$ cat src/rtl/lru4_pkg.sv
package lru4_pkg;

    localparam int LRU_WAYS = 4;

    // Bit position of the pair flag for banks lo < hi.
    function automatic int pair_pos(input int lo, input int hi);
        return (hi * (hi - 1)) / 2 + lo;
    endfunction

endpackage

$ cat src/rtl/lru4_order_update.sv
module lru4_order_update
    import lru4_pkg::*;
#(
    parameter int NW = LRU_WAYS,
    localparam int BW = $clog2(NW),
    localparam int PW = NW * (NW - 1) / 2
) (
    input  logic [PW-1:0] order_cur,
    input  logic [BW-1:0] touch_bank,
    output logic [PW-1:0] order_nxt
);

    for (genvar hi = 1; hi < NW; hi++) begin : g_hi
        for (genvar lo = 0; lo < hi; lo++) begin : g_lo
            localparam int P = pair_pos(lo, hi);
            always_comb begin
                if (touch_bank == BW'(hi))
                    order_nxt[P] = 1'b1;
                else if (touch_bank == BW'(lo))
                    order_nxt[P] = 1'b0;
                else
                    order_nxt[P] = order_cur[P];
            end
        end
    end

endmodule

$ cat src/rtl/lru4_victim_pick.sv
module lru4_victim_pick
    import lru4_pkg::*;
#(
    parameter int NW = LRU_WAYS,
    localparam int BW = $clog2(NW),
    localparam int PW = NW * (NW - 1) / 2
) (
    input  logic [PW-1:0] order_cur,
    output logic [BW-1:0] victim
);

    logic [NW-1:0] is_oldest;

    for (genvar i = 0; i < NW; i++) begin : g_way
        always_comb begin
            is_oldest[i] = 1'b1;
            for (int j = 0; j < NW; j++) begin
                if (j > i)
                    is_oldest[i] = is_oldest[i] & order_cur[pair_pos(i, j)];
                else if (j < i)
                    is_oldest[i] = is_oldest[i] & ~order_cur[pair_pos(j, i)];
            end
        end
    end

    always_comb begin
        victim = '0;
        for (int i = NW - 1; i >= 0; i--) begin
            if (is_oldest[i])
                victim = BW'(i);
        end
    end

endmodule

$ cat src/rtl/lru4_order_check.sv
module lru4_order_check
    import lru4_pkg::*;
#(
    parameter int NW = LRU_WAYS,
    localparam int BW = $clog2(NW),
    localparam int PW = NW * (NW - 1) / 2
) (
    input  logic [PW-1:0] order_cur,
    output logic          not_total
);

    logic [BW-1:0] wins [NW];

    always_comb begin
        for (int i = 0; i < NW; i++) begin
            wins[i] = '0;
            for (int j = 0; j < NW; j++) begin
                if (j > i && !order_cur[pair_pos(i, j)])
                    wins[i] = wins[i] + BW'(1);
                else if (j < i && order_cur[pair_pos(j, i)])
                    wins[i] = wins[i] + BW'(1);
            end
        end
    end

    always_comb begin
        not_total = 1'b0;
        for (int i = 0; i < NW; i++)
            for (int j = i + 1; j < NW; j++)
                if (wins[i] == wins[j])
                    not_total = 1'b1;
    end

endmodule

$ cat src/rtl/lru4_tracker.sv
module lru4_tracker
    import lru4_pkg::*;
#(
    parameter int NW = LRU_WAYS,
    localparam int BW = $clog2(NW),
    localparam int PW = NW * (NW - 1) / 2
) (
    input  logic          clk,
    input  logic          rst_n,
    input  logic          ref_valid,
    input  logic [BW-1:0] ref_bank,
    output logic [BW-1:0] lru_bank,
    output logic          order_bad
);

    typedef struct packed {
        logic [PW-1:0] order;
    } track_t;

    track_t        st_d, st_q;
    logic [PW-1:0] order_upd;

    lru4_order_update #(.NW(NW)) upd_i (
        .order_cur (st_q.order),
        .touch_bank(ref_bank),
        .order_nxt (order_upd)
    );

    lru4_victim_pick #(.NW(NW)) pick_i (
        .order_cur(st_q.order),
        .victim   (lru_bank)
    );

    lru4_order_check #(.NW(NW)) chk_i (
        .order_cur(st_q.order),
        .not_total(order_bad)
    );

    always_comb begin
        st_d = st_q;
        if (ref_valid)
            st_d.order = order_upd;
    end

    always_ff @(posedge clk) begin
        if (!rst_n)
            st_q <= '{order: '1};
        else
            st_q <= st_d;
    end


    touched_not_victim_chk: assert property (@(posedge clk) disable iff (!rst_n)
        ref_valid |=> lru_bank != $past(ref_bank));


    other_keeps_victim_chk: assert property (@(posedge clk) disable iff (!rst_n)
        (ref_valid && ref_bank != lru_bank) |=> lru_bank == $past(lru_bank));


    idle_hold_chk: assert property (@(posedge clk) disable iff (!rst_n)
        !ref_valid |=> $stable(st_q.order));


    legal_order_chk: assert property (@(posedge clk) disable iff (!rst_n)
        !order_bad);

endmodule

$ cat config.mk
export PLATFORM = sky130hd
export DESIGN_NAME = lru4_tracker
export DESIGN_NICKNAME = d
export VERILOG_FILES = /design/src/rtl/lru4_pkg.sv /design/src/rtl/lru4_order_update.sv /design/src/rtl/lru4_victim_pick.sv /design/src/rtl/lru4_order_check.sv /design/src/rtl/lru4_tracker.sv
export SDC_FILE = /design/constraint.sdc
export NUM_CORES = 1
export LEC_CHECK = 0
export BUFFER_PORTS_ARGS = -buffer_cell sky130_fd_sc_hd__buf_2
export CAP_MARGIN = 20
export CELL_PAD_IN_SITES_DETAIL_PLACEMENT = 1
export CELL_PAD_IN_SITES_GLOBAL_PLACEMENT = 2
export CORE_ASPECT_RATIO = 0.9
export CORE_MARGIN = 3
export CORE_UTILIZATION = 34
export CTS_CLUSTER_DIAMETER = 120
export DETAILED_ROUTE_END_ITERATION = 10
export GPL_ROUTABILITY_DRIVEN = 0
export HOLD_SLACK_MARGIN = 0.02
export PLACE_DENSITY = 0.76
export SYNTH_ARGS = -nofsm -noshare
export SYNTH_HDL_FRONTEND = slang
export SYNTH_SLANG_ARGS = --single-unit
$ cat constraint.sdc
create_clock -name clk -period 2.8 [get_ports clk]
set_clock_uncertainty 0.15 [all_clocks]
set_input_delay 0.56 -clock clk [delete_from_list [all_inputs] [get_ports clk]]
set_output_delay 0.56 -clock clk [all_outputs]
set_load 0.01 [all_outputs]
==> results of run 1 <==
[layer usage]
metal  track usage  vias to the layer above  wire length [um]
li1              -                      298                 -
met1         0.133                      278               642
met2         0.227                        6               736
met3        0.0181                        4                29
met4        0.0622                        0                27
met5             0                        -                 0
[cell type report]
cell class	instances	area share
flip-flops and latches	6	0.139
well taps	25	0.0344
multi-input cells	68	0.710
inverters	8	0.0371
repair buffers	9	0.0550
clock buffers	3	0.0248
[how the worst max path moves through the flow]
stage | startpoint | to | slack (ns) | cells after the start
after global routing | st_q[0]$_SDFFE_PN1P_ | order_bad | 0.001 | 7
final | st_q[0]$_SDFFE_PN1P_ | order_bad | 0.13 | 7
after detailed placement | st_q[0]$_SDFFE_PN1P_ | order_bad | 0.21 | 7
after floorplan | st_q[4]$_SDFFE_PN1P_ | order_bad | 0.38 | 7
after global placement | st_q[0]$_SDFFE_PN1P_ | order_bad | 0.27 | 7
after CTS | st_q[0]$_SDFFE_PN1P_ | order_bad | 0.02 | 7
[report_power, final]
part           leakage [nW]  total [mW]  switching [mW]  internal, mW
Sequential           0.0486      0.0989         0.00790        0.0910
Combinational         0.375       0.165          0.0762        0.0892
Clock                0.0138      0.0773          0.0290        0.0483
[cell usage after synthesis, drive strengths merged]
library cell	number
o21ai	4
inv	8
o211ai	1
a21o	2
mux2i	1
dfxtp	6
nand2	16
ha	15
nor2	1
buf	2
a222oi	1
nand2b	2
xnor3	2
a22oi	1
xnor2	9
xor2	5
o22ai	2
or3	1
nand3	4
a21oi	1
[cells by family after synthesis]
kind of cell	count (synthesis)	share of synthesized area
compound gates	12	0.118
simple gates	24	0.142
flops	6	0.167
mux	1	0.0139
fa+ha+maj	15	0.260
buf+inv	10	0.0556
xor+xnor	16	0.243
[tightest hold or removal path, cell delays in order (launching register included)]
cell and delay (ns):
dfxtp_2 0.34, nand2_1 0.06, nand3_1 0.07
[timing repair]
item / 4_1_cts / 5_1_grt
setup buffers: 0 / 0
endpoints found under the setup margin: 1 / 1
pin swaps: 1 / 6
resized for setup: 2 / 12
==> metrics.txt, run 1 <==
via count=586; hold path cells=2; worst-path cell chain=clkinvlp_4, ha_4, xnor2_4, xor2_1, o22ai_1, or3_1, buf_2; drt drc=0; most frequent cells in the layout=nand2_1 (16), ha_1 (11), inv_1 (7), buf_2 (7), xnor2_1 (6); Multi-input gate area=646 sq um; initial antenna violation count=0; Min Clock Period, post-route=2.67 ns; finished layout cell area=910 sq um; Worst R2R Start=st_q[5]$_SDFFE_PN1P_; first-pass GRT wire length=2480 um; CTS tree=yes; CTS root buffer=clkbuf_4; CP Capture Type=output pin; Reg area=126 sq um; commonest non-fill, non-tap cell in the layout=nand2_1; main area contributors after synthesis=ha_1 (26%), dfxtp_1 (17%), xnor2_1 (9.7%), nand2_1 (8.3%), xnor3_1 (6.3%); CTS buffer count=3; Cell Area, Synth=721 sq um; r2r setup slk=1.86 ns; Worst path max stage delay=0.37 ns; largest net degree at the start of global routing=12; Post-DP Area=792 sq um; final wirelength=1440 um; Final Non-Filler Cells=119; worst reg2reg path depth=1; die area=2710 sq um; Syn Area/Cell=8.58 sq um; power density over cell area=376 nW/um^2; GRT overflow=0; total of max-cap violations=0; io pins=8; Hold Startpoint=st_q[1]$_SDFFE_PN1P_; share of the synthesized area in the top cell type=0.260; WS Path Type=flop to output pin; post-synthesis sequential area ratio=0.167; slowest CP cell=dfxtp_4; drt first pass iters=4; global-route usage over all layers=0.125; Final WS setup=0.130 ns; diode count=0; Place WS=0.212 ns; CP Buf/Inv Count=2; Core Util, Final=0.462; Top reg by flops=st_q; Slew Limit Fails=0; Post-Syn Instances=84; DPL Wire Length=1180 um; HP Class=flop to flop; fillcell total=234; height of the die=49.7 um; r2r endpoint=st_q[5]$_SDFFE_PN1P_; Yosys reg bits=6; top flop regs=st_q: 6 flops; Leak=0.438 nW; DR iter-0 viols=11; clock sinks=6; fraction of layout cells with a size suffix above 1=0.266; Fin Hold WS=0.360 ns; f_max=0.374 GHz; drt wl/cell=12.1 um; die width=54.5 um; RSZ-0062 raised after global routing=no; CP top delay family=flip-flops; warnings from Yosys=0; hold path endpoint=st_q[1]$_SDFFE_PN1P_; Antenna Nets Post-Route=0; PortBufs=7; Area growth syn-to-layout=26.2%; clk slew on worst S/H paths=0.05 ns; crit share post-route=0.954; CP arrival=1.96 ns; placed instance count=116; max FFs per register=6; vias in the first global route=622; Initial Utilization=0.366; setup_tns=0 ns; Required @ worst endpoint=2.09 ns; CP max FO=5; outcome=complete, no violations; Slew @ Worst Pin=0.435 ns; Hold Buf Count CTS=0; CTS max path bufs=2; Pwr Total=0.342 mW; vias per cell=4.92; core area=1970 sq um; Finish-stage setup viols=0; Fin. Hold Viols=0; Yosys cell types=23; Rows=15; Clock Latency Late Sink=0.24 ns; crit start category=flop; Slew HR=0.710; area leader, netlist=ha_1; Post-Syn Nets=104; H-tree depth=1; Nets=116; Max VDD drop=0.000222 V
Power figures use the tool's default switching activity.
==> run 2: changes to the inputs <==
ABC_AREA = 1   (was default)
CORE_UTILIZATION = 29   (was 34)
==> run 2 against run 1 <==
Net effect: global-route usage is 1.8 points higher; die area is 34% higher; register-to-register slack hardly changed; cell count is 71% higher; maximum frequency is 4.7% higher; synthesized cell count is 82% higher; wire length is 60% higher; synthesized area is 18% higher; sequential cell count stayed put; critical path type unchanged; largest power group unchanged.
==> metrics.txt, run 2 <==
Top cell by count, worst path=nand2_1; height of the die=57.4 um; power density over cell area=365 nW/um^2; PortBufs=7; Slew HR=0.787; Yosys cell types=16; top flop regs=st_q: 6 flops; Post-synth top cells=nand2_1 (90), inv_1 (18), ha_1 (15); Slew @ Worst Pin=0.317 ns; Fin. Hold Viols=0; Rows=18; drt first pass iters=3; Initial Utilization=0.308; Post-Syn Instances=153; Top reg by flops=st_q; RSZ-0062 raised after global routing=no; drt drc=0; outcome=complete, no violations; post_cts resized=0; commonest non-fill, non-tap cell in the layout=nand2_1; CTS tree=yes; CP top delay family=simple AND/OR/NAND/NOR gates; initial antenna violation count=0; CP Capture Type=output pin; r2r setup slk=1.86 ns; global-route usage over all layers=0.143; final wirelength=2290 um; setup_tns=0 ns; vias per cell=4.41; Slew Limit Fails=0; max FFs per register=6; total of max-cap violations=0; first-pass GRT wire length=4150 um; WS Path Type=flop to output pin; vias in the first global route=986; crit share post-route=0.911; die area=3630 sq um; f_max=0.392 GHz; Worst path max stage delay=0.41 ns; share of the synthesized area in the top cell type=0.396; warnings from Yosys=0; CTS max path bufs=2; Antenna Nets Post-Route=0; worst-path cell chain=inv_1, ha_4, inv_1, nand2_1, nand2_1, nand2_1, nand2_1, nand2_1, nand2_1, nor2_1, nand2_1, buf_2; H-tree depth=1; clk slew on worst S/H paths=0.05 ns; crit start category=flop; HP Class=flop to flop; ys flop type=dfxtp_1; Max VDD drop=0.000156 V; GRT overflow=0; Syn Area/Cell=5.57 sq um; most frequent cells in the layout=nand2_1 (90), inv_1 (18), ha_1 (14); Hold Buf Count CTS=0; Finish-stage setup viols=0; number of synthesized flops with an enable pin=0; Final Non-Filler Cells=203; CTS root buffer=clkbuf_4; CP Buf/Inv Count=3; Core Util, Final=0.350; Area growth syn-to-layout=13.8%; die width=63.1 um; Leak=0.603 nW; Yosys reg bits=6; clock sinks=6; most common cell in the netlist=nand2_1; Synth async-reset ratio=0; CTS buffer count=3; core area=2770 sq um; CP max FO=9; DPL Wire Length=1970 um; CP arrival=1.84 ns; Place WS=0.316 ns; largest net degree at the start of global routing=10; post-synthesis sequential area ratio=0.141; drt wl/cell=11.3 um; Clock Latency Late Sink=0.24 ns; Final WS setup=0.249 ns; Min Clock Period, post-route=2.55 ns; Fin Hold WS=0.377 ns; slowest CP cell=dfxtp_2; Required @ worst endpoint=2.09 ns; DR iter-0 viols=29; Post-Syn Nets=173; via count=896; Post-CTS Setup Inserts=0; main area contributors after synthesis=nand2_1 (40%), ha_1 (22%), dfxtp_1 (14%), inv_1 (7.9%), nand3_1 (3.5%); placed instance count=200; area leader, netlist=nand2_1; Nets=185; diode count=0; Cell Area, Synth=852 sq um; io pins=8; fraction of layout cells with a size suffix above 1=0.104
[run 2: area by class of cell]
| cell class | instances | area [sq um] |
|---|---|---|
| fill | 397 | 1800 |
| multi-input combinational | 126 | 654 |
| sequential | 6 | 121 |
| inverter | 19 | 71.3 |
| timing repair buffer | 9 | 50.0 |
| tap | 40 | 50.0 |
| clock buffer | 3 | 22.5 |
[run 2: worst paths after layout]
check                        from              endpoint  cells past startpoint
max          st_q[4]$_SDFFE_PN1P_             order_bad                     12
min          st_q[5]$_SDFFE_PN1P_  st_q[5]$_SDFFE_PN1P_                      2
max reg2reg  st_q[3]$_SDFFE_PN1P_  st_q[3]$_SDFFE_PN1P_                      3
min reg2reg  st_q[5]$_SDFFE_PN1P_  st_q[5]$_SDFFE_PN1P_                      2
[run 2: logic make-up (layout without fill, tap and decap cells)]
kind of cell | after synthesis | after routing | synth area share
AOI/OAI and AO/OA | 13 | 13 | 0.0896
adders and majority gates | 15 | 15 | 0.220
buffers and inverters | 21 | 31 | 0.106
DFF | 6 | 6 | 0.141
and+or+nand+nor | 98 | 98 | 0.443
[run 2: worst register-to-register path, cell delays in order, from the launching register on]
cell     delay, ns
dfxtp_1       0.31
buf_4         0.16
o21ai_0       0.10
nand3_1       0.09
[run 2: metal layers]
layer,routed length (um),part of all wire,track usage
met1,1220,0.53,0.186
met2,1040,0.45,0.244
met3,26,0.011,0.0236
met4,8,0.0035,0.0377
met5,0,0,0
[run 2: stage by stage]
step,cell area [sq um],power [mW]
2_1_floorplan,852,0.223
3_3_place_gp,933,0.269
3_5_place_dp,933,0.272
4_1_cts,956,0.358
5_1_grt,970,0.397
6_report,970,0.354
[run 2: report_power, final]
part | switching [mW] | leakage [nW] | internal [mW]
clock | 0.0328 | 0.0138 | 0.0486
combinational | 0.111 | 0.541 | 0.0629
sequential | 0.00738 | 0.0490 | 0.0912
